--- src/rtl/clkdrv_pkg.sv ---
package clkdrv_pkg;

    typedef enum logic [1:0] {
        ST_ON  = 2'b00,
        ST_BYP = 2'b01,
        ST_PD  = 2'b10,
        ST_LP  = 2'b11
    } drv_mode_e;

endpackage

--- src/rtl/clkdrv_sync.sv ---
module clkdrv_sync #(
    parameter int WIDTH = 1
) (
    input  logic             clk,
    input  logic             rst_n,
    input  logic [WIDTH-1:0] d_i,
    output logic [WIDTH-1:0] q_o
);

    logic [WIDTH-1:0] stage1_q;
    logic [WIDTH-1:0] stage2_q;

    always_ff @(posedge clk or negedge rst_n) begin
        if (!rst_n) begin
            stage1_q <= '0;
            stage2_q <= '0;
        end else begin
            stage1_q <= d_i;
            stage2_q <= stage1_q;
        end
    end

    assign q_o = stage2_q;

endmodule

--- src/rtl/clkdrv_freq_det.sv ---
module clkdrv_freq_det #(
    parameter int WIN         = 64,
    parameter int ENTER_EDGES = 11,
    parameter int EXIT_EDGES  = 15
) (
    input  logic clk,
    input  logic rst_n,
    input  logic in_clk_i,
    output logic low_freq_o
);

    localparam int CW = $clog2(WIN + 1);
    localparam int WW = (WIN > 1) ? $clog2(WIN) : 1;
    localparam logic [WW-1:0] WIN_LAST = WW'(WIN - 1);
    localparam logic [CW-1:0] ENTER_C  = CW'(ENTER_EDGES);
    localparam logic [CW-1:0] EXIT_C   = CW'(EXIT_EDGES);
    localparam logic [CW-1:0] CNT_MAX  = CW'(WIN);

    logic          in_s;
    logic          in_prev_q;
    logic          rise;
    logic [WW-1:0] win_q;
    logic [CW-1:0] edge_q;
    logic [CW-1:0] edge_tot;
    logic          low_q;

    clkdrv_sync #(.WIDTH(1)) u_in_sync (
        .clk   (clk),
        .rst_n (rst_n),
        .d_i   (in_clk_i),
        .q_o   (in_s)
    );

    assign rise     = in_s & ~in_prev_q;
    assign edge_tot = (rise && edge_q != CNT_MAX) ? edge_q + 1'b1 : edge_q;

    always_ff @(posedge clk or negedge rst_n) begin
        if (!rst_n) begin
            in_prev_q <= 1'b0;
            win_q     <= '0;
            edge_q    <= '0;
            low_q     <= 1'b1;
        end else begin
            in_prev_q <= in_s;
            if (win_q == WIN_LAST) begin
                win_q  <= '0;
                edge_q <= '0;
                if (!low_q && edge_tot < ENTER_C)
                    low_q <= 1'b1;
                else if (low_q && edge_tot >= EXIT_C)
                    low_q <= 1'b0;
            end else begin
                win_q  <= win_q + 1'b1;
                edge_q <= edge_tot;
            end
        end
    end

    assign low_freq_o = low_q;

endmodule

--- src/rtl/clkdrv_lock_timer.sv ---
module clkdrv_lock_timer #(
    parameter int LOCK_WAIT = 10000
) (
    input  logic clk,
    input  logic rst_n,
    input  logic run_i,
    output logic done_o
);

    localparam int LW = $clog2(LOCK_WAIT + 1);
    localparam logic [LW-1:0] LIMIT = LW'(LOCK_WAIT);

    logic [LW-1:0] cnt_q;

    always_ff @(posedge clk or negedge rst_n) begin
        if (!rst_n)
            cnt_q <= '0;
        else if (!run_i)
            cnt_q <= '0;
        else if (cnt_q != LIMIT)
            cnt_q <= cnt_q + 1'b1;
    end

    assign done_o = (cnt_q == LIMIT);

endmodule

--- src/rtl/clkdrv_pwr_ctrl.sv ---
module clkdrv_pwr_ctrl #(
    parameter int NUM_OUT     = 10,
    parameter int WIN         = 64,
    parameter int ENTER_EDGES = 11,
    parameter int EXIT_EDGES  = 15,
    parameter int LOCK_WAIT   = 10000
) (
    input  logic               clk_ref,
    input  logic               rst_n,
    input  logic               in_clk_t,
    input  logic               in_clk_c,
    input  logic               pd_n,
    input  logic               byp_strap,
    input  logic               pll_lock,
    input  logic               pll_clk_t,
    input  logic               pll_clk_c,
    output logic               pll_en_o,
    output logic               rx_en_o,
    output logic               byp_sel_o,
    output logic [NUM_OUT-1:0] out_t_o,
    output logic [NUM_OUT-1:0] out_c_o,
    output logic [NUM_OUT-1:0] out_oe_o,
    output logic               fb_t_o,
    output logic               fb_c_o,
    output logic               fb_oe_o,
    output logic [1:0]         mode_o,
    output logic               locked_o
);

    import clkdrv_pkg::*;

    drv_mode_e state_q;
    drv_mode_e state_nxt;
    logic [1:0] pin_s;
    logic       pd_n_s;
    logic       byp_s;
    logic       low_freq;
    logic       wait_done;
    logic       drive_en;
    logic       src_t;
    logic       src_c;

    clkdrv_sync #(.WIDTH(2)) u_pin_sync (
        .clk   (clk_ref),
        .rst_n (rst_n),
        .d_i   ({pd_n, byp_strap}),
        .q_o   (pin_s)
    );
    assign pd_n_s = pin_s[1];
    assign byp_s  = pin_s[0];

    clkdrv_freq_det #(
        .WIN         (WIN),
        .ENTER_EDGES (ENTER_EDGES),
        .EXIT_EDGES  (EXIT_EDGES)
    ) u_freq_det (
        .clk        (clk_ref),
        .rst_n      (rst_n),
        .in_clk_i   (in_clk_t),
        .low_freq_o (low_freq)
    );

    // Next state by fixed precedence.
    always_comb begin
        if (!pd_n_s)
            state_nxt = ST_PD;
        else if (byp_s)
            state_nxt = ST_BYP;
        else if (low_freq)
            state_nxt = ST_LP;
        else
            state_nxt = ST_ON;
    end

    always_ff @(posedge clk_ref or negedge rst_n) begin
        if (!rst_n)
            state_q <= ST_PD;
        else
            state_q <= state_nxt;
    end

    clkdrv_lock_timer #(.LOCK_WAIT(LOCK_WAIT)) u_lock_timer (
        .clk    (clk_ref),
        .rst_n  (rst_n),
        .run_i  (state_q == ST_ON),
        .done_o (wait_done)
    );

    // Control decode per state.
    always_comb begin
        pll_en_o  = 1'b0;
        rx_en_o   = 1'b0;
        byp_sel_o = 1'b0;
        drive_en  = 1'b0;
        locked_o  = 1'b0;
        unique case (state_q)
            ST_ON: begin
                pll_en_o = 1'b1;
                rx_en_o  = 1'b1;
                drive_en = 1'b1;
                locked_o = wait_done & pll_lock;
            end
            ST_BYP: begin
                rx_en_o   = 1'b1;
                byp_sel_o = 1'b1;
                drive_en  = 1'b1;
            end
            ST_PD: ;
            ST_LP: ;
        endcase
    end

    assign src_t = drive_en & (byp_sel_o ? in_clk_t : pll_clk_t);
    assign src_c = drive_en & (byp_sel_o ? in_clk_c : pll_clk_c);

    for (genvar g = 0; g < NUM_OUT; g++) begin : g_pair
        assign out_t_o[g]  = src_t;
        assign out_c_o[g]  = src_c;
        assign out_oe_o[g] = drive_en;
    end

    assign fb_t_o  = src_t;
    assign fb_c_o  = src_c;
    assign fb_oe_o = drive_en;
    assign mode_o  = state_q;

endmodule

--- config.mk ---
export PLATFORM = sky130hd
export DESIGN_NAME = clkdrv_pwr_ctrl
export DESIGN_NICKNAME = d
export VERILOG_FILES = /design/src/rtl/clkdrv_pkg.sv /design/src/rtl/clkdrv_sync.sv /design/src/rtl/clkdrv_freq_det.sv /design/src/rtl/clkdrv_lock_timer.sv /design/src/rtl/clkdrv_pwr_ctrl.sv
export SDC_FILE = /design/constraint.sdc
export NUM_CORES = 1
export LEC_CHECK = 0
export ABC_AREA = 1
export BUFFER_PORTS_ARGS = -buffer_cell sky130_fd_sc_hd__buf_2
export CORE_MARGIN = 2
export CORE_UTILIZATION = 49
export CTS_CLUSTER_SIZE = 12
export DETAILED_ROUTE_END_ITERATION = 7
export PLACE_DENSITY = 0.72
export SYNTH_ARGS = -nofsm -noshare
export SYNTH_HDL_FRONTEND = slang
export SYNTH_HIERARCHICAL = 1
export SYNTH_SLANG_ARGS = --single-unit
--- constraint.sdc ---
create_clock -name clk_ref -period 1.4 [get_ports clk_ref]
set_input_delay 0 -clock clk_ref [delete_from_list [all_inputs] [get_ports clk_ref]]
set_output_delay 0 -clock clk_ref [all_outputs]
set_load 0.01 [all_outputs]
; Word-level counts from Yosys, hierarchy flattened
; Cells that the tools add are included.
[op_classes]
n_addsub = 3
order_cmp = 2
eq_ne = 6
n_mux = 16
bitwise_logic = 5
n_reduce_logical = 8
[op_table]
columns = operator, n
row1 = 14-bit 2-to-1 mux, 2
row2 = 14-bit by 1-bit adder with 14-bit output (second input constant), 1
row3 = 14-bit equality test (second input constant), 1
row4 = 7-bit 2-to-1 mux, 2
row5 = 14-bit inequality test (second input constant), 1
row6 = 1-bit 2-to-1 mux, 8
row7 = 7-bit by 1-bit adder with 7-bit output (second input constant), 1
row8 = 7-bit by 4-bit greater-or-equal comparator with 1-bit output (second input constant), 1
row9 = 7-bit by 4-bit < comparator with 1-bit output (second input constant), 1
row10 = 7-bit inequality test (second input constant), 1
row11 = 6-bit by 1-bit adder with 6-bit output (second input constant), 1
row12 = 6-bit equality test (second input constant), 1
row13 = 2-bit 2-to-1 mux, 3
row14 = 6-bit 2-to-1 mux, 1
row15 = 1-bit bitwise AND, 4
row16 = 1-bit logical AND, 3
row17 = 2-bit by 1-bit equality test with 1-bit output (second input constant), 1
row18 = 2-bit zero test, 1
row19 = 2-bit inequality test (second input constant), 1
row20 = 2-bit AND reduction, 1
row21 = 2-bit nonzero test, 1
row22 = 2-bit OR reduction, 1
row23 = 1-bit zero test, 1
row24 = 1-bit inverter, 1
[totals]
ff_bits = 37
input_bits = 9
out_inout_bits = 39
wordCells = 50

; Longest topological paths before layout
[logic_depth]
word_depth = 8
depth_mapped = 15

; Cells and area by module
; Netlist, hierarchy kept.
[by_module_without_submodules]
columns = mod, n_inst, cells_each, area_each_um2
row1 = clkdrv_lock_timer, 1, 138, 915.9
row2 = clkdrv_freq_det, 1, 107, 829.5
row3 = clkdrv_pwr_ctrl, 1, 49, 356.6
row4 = clkdrv_sync at u_pin_sync, 1, 4, 100.1
row5 = clkdrv_sync at u_freq_det.u_in_sync, 1, 2, 50.0

; Worst setup path after synthesis
; Ideal clock, no wire load.
[synth_timing]
path_type = register -> register
from = register u_freq_det.edge_q[0]
to = register u_freq_det.low_q, in the netlist u_freq_det/low_freq_o
setup_time_ps = 72
arrival_ps = 1319
t_required_ps = 1328
slack_ps = 9
path_stages_with_launch = 16
n_path_buf = 0
period_less_slack_ps = 1391
cell_sequence = dfrtp_1 > inv_1 > ha_1 > nand2_1 > inv_1 > nand3_2 > nand2_4 > nand2_1 > nand2_1 > nand2_1 > nand2_1 > nand2_1 > nand2_1 > nand2_1 > nand2_1 > inv_1
[synth_between]
elab_chain_cells = 7
word_cells_on_any_way = 11
[synth_lines]
columns = element, line_no
row1 = start: declaration, clkdrv_freq_det.sv:23  ; logic [CW-1:0] edge_q;
row2 = start signal: assignment, clkdrv_freq_det.sv:54  ; edge_q <= edge_tot;
row3 = "parallel branches: the longest is 2 deep, another holds 7-bit by 1-bit adder with 7-bit output", --
row4 = 7-bit 2-to-1 mux (*), clkdrv_freq_det.sv:35  ; assign edge_tot = (rise && edge_q != CNT_MAX) ? edge_q + 1'b1 : edge_q;
row5 = 7-bit by 4-bit greater-or-equal comparator with 1-bit output / 7-bit by 4-bit < comparator with 1-bit output (equally long branches), "clkdrv_freq_det.sv:50, clkdrv_freq_det.sv:48"
row6 = "1-bit logical AND, on equally long branches", "clkdrv_freq_det.sv:50, clkdrv_freq_det.sv:48"
row7 = 2-bit nonzero test (no source line), --
row8 = 2-bit AND reduction (no source line), --
row9 = end signal: assignment, clkdrv_freq_det.sv:42  ; low_q <= 1'b1;
row10 = end signal: assignment, clkdrv_freq_det.sv:49  ; low_q <= 1'b1;
row11 = end signal: assignment, clkdrv_freq_det.sv:51  ; low_q <= 1'b0;
row12 = end: declaration, clkdrv_freq_det.sv:25  ; logic low_q;
; Every way passes the cells marked *.
; A chain may end at the register's enable or synchronous reset.

; Worst setup path in the final report
[layout_timing]
from = register u_freq_det.edge_q[1]
to = register u_freq_det.low_q, in the netlist u_freq_det/low_freq_o
; Same word-level chain as after synthesis.

==> results.py <==
metrics = {
    "final_layout": {
        "finalInstanceArea_sq_um": 3070,
        "layout.cells.non_filler": 410,
        "num-fill-cells": 306,
        "area_delta_synth_final_pct": 36.5,
        "post_layout_nets": 371,
        "drive_gt1_share_pct": 41.1,
        "insertedDiodeCount": 0,
    },
    "yosys": {
        "synth_enable_flop_cells": 0,
        "synth_top_cell_area_share_pct": 38.9,
        "syn_inst": 300,
        "prevailing_post_synth_register_cell": "sky130_fd_sc_hd__dfrtp_1",
        "leading_cell_types_by_count_after_synthesis": "sky130_fd_sc_hd__nand2_1 (71), sky130_fd_sc_hd__nor2_1 (45), sky130_fd_sc_hd__inv_1 (40), sky130_fd_sc_hd__dfrtp_1 (35), sky130_fd_sc_hd__buf_4 (31)",
        "post_synthesis_cell_type_count": 26,
        "ys_warn_count": 6,
        "yosys.cell_count.top_type": "sky130_fd_sc_hd__nand2_1",
        "synthesized_flop_and_latch_total": 37,
        "synth_area_sq_um": 2250,
        "average_footprint_of_a_synthesized_cell_sq_um": 7.51,
        "synth_top_cell_by_area": "sky130_fd_sc_hd__dfrtp_1",
        "synth_sequential_area_ratio_pct": 41.2,
        "async_flop_share_pct": 100,
        "post_synth_main_area_contributors": "sky130_fd_sc_hd__dfrtp_1 (39%), sky130_fd_sc_hd__nand2_1 (12%), sky130_fd_sc_hd__buf_4 (10%), sky130_fd_sc_hd__nor2_1 (7.5%), sky130_fd_sc_hd__inv_1 (6.7%)",
        "synth_fp_nets": 314,
    },
    "placed_design": {
        "finalWeightedCongestion": 0.889,
        "post-place-cells": 381,
        "place_ws_ps": -135,
        "placement.io_buffers": 47,
        "placedInstanceArea_sq_um": 2410,
        "post-dp-hpwl_microns": 3120,
    },
    "power": {
        "netSwitchingFraction_pct": 34.4,
        "irDropWorstVdd_v": 0.000616,
        "net-switching-power_mw": 1.06,
        "seqPwrFrac_pct": 40.8,
        "p_leak_nw": 1.53,
        "power_density_nw_per_um2": 1010,
        "p_int_mw": 2.03,
        "power_frac_comb_pct": 33.2,
        "pwr-share-clk_pct": 26.0,
        "power_total_mw": 3.09,
    },
    "drt": {
        "postRouteAntennaNets": 0,
        "routed_wirelength_microns": 6090,
        "drc_errors": 0,
        "average_wire_length_per_cell_after_detail_routing_microns": 14.9,
        "route.vias.total": 2086,
        "drt_iter0_markers": 194,
        "detail_route.vias_per_cell": 5.09,
        "first_pass_iters": 5,
    },
    "clock_network": {
        "cts_buffers": 5,
        "cts.sinks": 37,
        "clk-insertion-delay-late_ps": 300,
        "cts_root_buf": "sky130_fd_sc_hd__clkbuf_8",
        "tritoncts": "built",
        "clockBufferDepth": 2,
        "cts_max_level": 2,
        "clkTransAtPathRegs_ps": 80,
    },
    "sta": {
        "rsz0062_at_grt": "yes",
        "setup_violations": 41,
        "tightestPinTransition_ps": 476,
        "clock-skew-final_ps": 12.9,
        "timing.final.ws_setup_ps": -251,
        "f_max_mhz": 606,
        "final.period_utilization_pct": 118,
        "timing.slew.headroom_pct": 68.2,
        "timing.final.crit_period_ps": 1650,
        "finalHoldViolations": 0,
        "final-max-slew-violation-count": 0,
        "whs_ps": 278,
    },
    "flow_run": {
        "cap_violations": 0,
    },
    "critical_path": {
        "cp.required_ps": 1630,
        "critical_path.endpoint_type": "register",
        "cp_max_fo": 8,
        "criticalPathCategory": "reg2reg",
        "startpoint": "u_freq_det/edge_q[1]",
        "worst_r2r_path_depth": 15,
        "reg2reg_setup_slack_ps": -250,
        "reg2reg_to": "u_freq_det/low_freq_o",
        "worstSetupStartpointType": "register",
        "r2r_start": "u_freq_det/edge_q[1]",
        "critical_path_arrival_ps": 1880,
        "cp_capture_point": "u_freq_det/low_freq_o",
    },
    "die": {
        "ios": 48,
        "floorplan.initialDensity_pct": 51.4,
        "die_height_microns": 71.8,
        "placementRows": 24,
        "die-area_sq_um": 5150,
        "coreArea_sq_um": 4380,
        "chipWidth_microns": 71.8,
    },
    "global_route": {
        "grt_pass1_wl_microns": 7830,
        "grt_antenna_before_repair": 0,
        "globalRouteTotalUtil_pct": 19.3,
        "grt_max_degree": 38,
        "first_global_vias": 1738,
        "overflow": 0,
    },
    "run_status": {
        "violations": "setup timing",
        "status": "finished, violations left",
    },
    "hold_path": {
        "hold_path.class": "in2async",
    },
}
registers in the layout, indices dropped and copies added (netlist names):
register / count
mode_o: 2
u_freq_det/edge_q: 7
u_freq_det/in_prev_q: 1
u_freq_det/low_freq_o: 1
u_freq_det/u_in_sync/q_o: 1
u_freq_det/u_in_sync/stage1_q: 1
u_freq_det/win_q: 6
u_lock_timer/cnt_q: 14
u_pin_sync/q_o: 2
u_pin_sync/stage1_q: 2
layer usage:
metal,track usage (%),vias up,routed length (microns),part of all wire (%)
li1,-,1005,-,-
met1,25.0,1007,2270,37
met2,32.2,56,3480,57
met3,3.38,18,183,3.0
met4,7.34,0,164,2.7
met5,0,-,0,0
power groups by stage:
| stage | Clock (mW) | Sequential, mW | Combinational, mW |
|---|---|---|---|
| CTS | 0.802 | 1.24 | 0.752 |
| floorplan | 0 | 1.25 | 0.434 |
| detailed placement | 0 | 1.26 | 0.630 |
| global route | 0.861 | 1.27 | 1.11 |
| global placement | 0 | 1.26 | 0.623 |
| finish | 0.803 | 1.26 | 1.03 |
metrics by stage:
step                TNS [ps]  util, %
floorplan                  0        -
global placement       -54.6     55.1
detailed placement      -168     55.1
CTS                     -404     61.6
global route           -4970     70.1
finish                 -2720     70.1
critical path, stage by stage (launching register included):
cell and delay, ps:
sky130_fd_sc_hd__dfrtp_1 420, sky130_fd_sc_hd__inv_2 80, sky130_fd_sc_hd__ha_4 120, sky130_fd_sc_hd__nand2_2 40, sky130_fd_sc_hd__inv_2 60, sky130_fd_sc_hd__nand3_4 110, sky130_fd_sc_hd__nand2_8 140, sky130_fd_sc_hd__nand2_2 80
sky130_fd_sc_hd__nand2_2 70, sky130_fd_sc_hd__nand2_1 70, sky130_fd_sc_hd__nand2_1 60, sky130_fd_sc_hd__nand2_1 60, sky130_fd_sc_hd__nand2_1 60, sky130_fd_sc_hd__nand2_1 50, sky130_fd_sc_hd__nand2_1 80, sky130_fd_sc_hd__inv_1 60
cells in the final DEF, fill, tap and decap left out, drive strengths merged, types with 4 or more instances in the layout:
cell type and count:
xor2 6, o21ai 7, ha 5, buf 77
a21oi 10, nand3 25, clkbuf 6, dlygate4sd3 4
nand2 77, nor2 51, dfrtp 35, inv 41
cell families after synthesis:
family                     Yosys count  synth area share [%]
xor gates and xnor gates             7                  2.72
adders and majority gates            5                  2.78
and+or+nand+nor                    158                  31.0
DFF                                 37                  41.2
AOI/OAI and AO/OA                   18                  4.11
buffers and inverters               75                  18.2
layout make-up:
cell class	instances	area, sq um	share of cell area, %
clock buffer	6	82.6	2.69
clock inverter	2	13.8	0.448
inverter	42	161	5.25
multi-input combinational	190	1160	37.9
sequential	37	930	30.2
tap	52	65.1	2.12
timing repair buffer	81	657	21.4
worst min path at each step:
stage | start | endpoint | slack (ps) | cells past startpoint
finish | rst_n | u_freq_det/edge_q[6] | 280 | 3
global route | pll_lock | locked_o | 340 | 4
CTS | rst_n | u_lock_timer/cnt_q[7] | 300 | 3
detailed placement | rst_n | u_lock_timer/cnt_q[13] | 80 | 2
global placement | rst_n | u_lock_timer/cnt_q[13] | 70 | 2
floorplan | rst_n | mode_o[0] | -300 | 0
what timing repair did:
action                                  in CTS  in global routing
pin swaps                                   11                 19
gates resized for setup                     18                 70
gates cloned                                 0                  2
hold endpoints to repair                    38                  0
buffers inserted                            14                  5
endpoints found under the setup margin      27                 39
hold buffers                                 4                  0
Power figures use the tool's default switching activity.
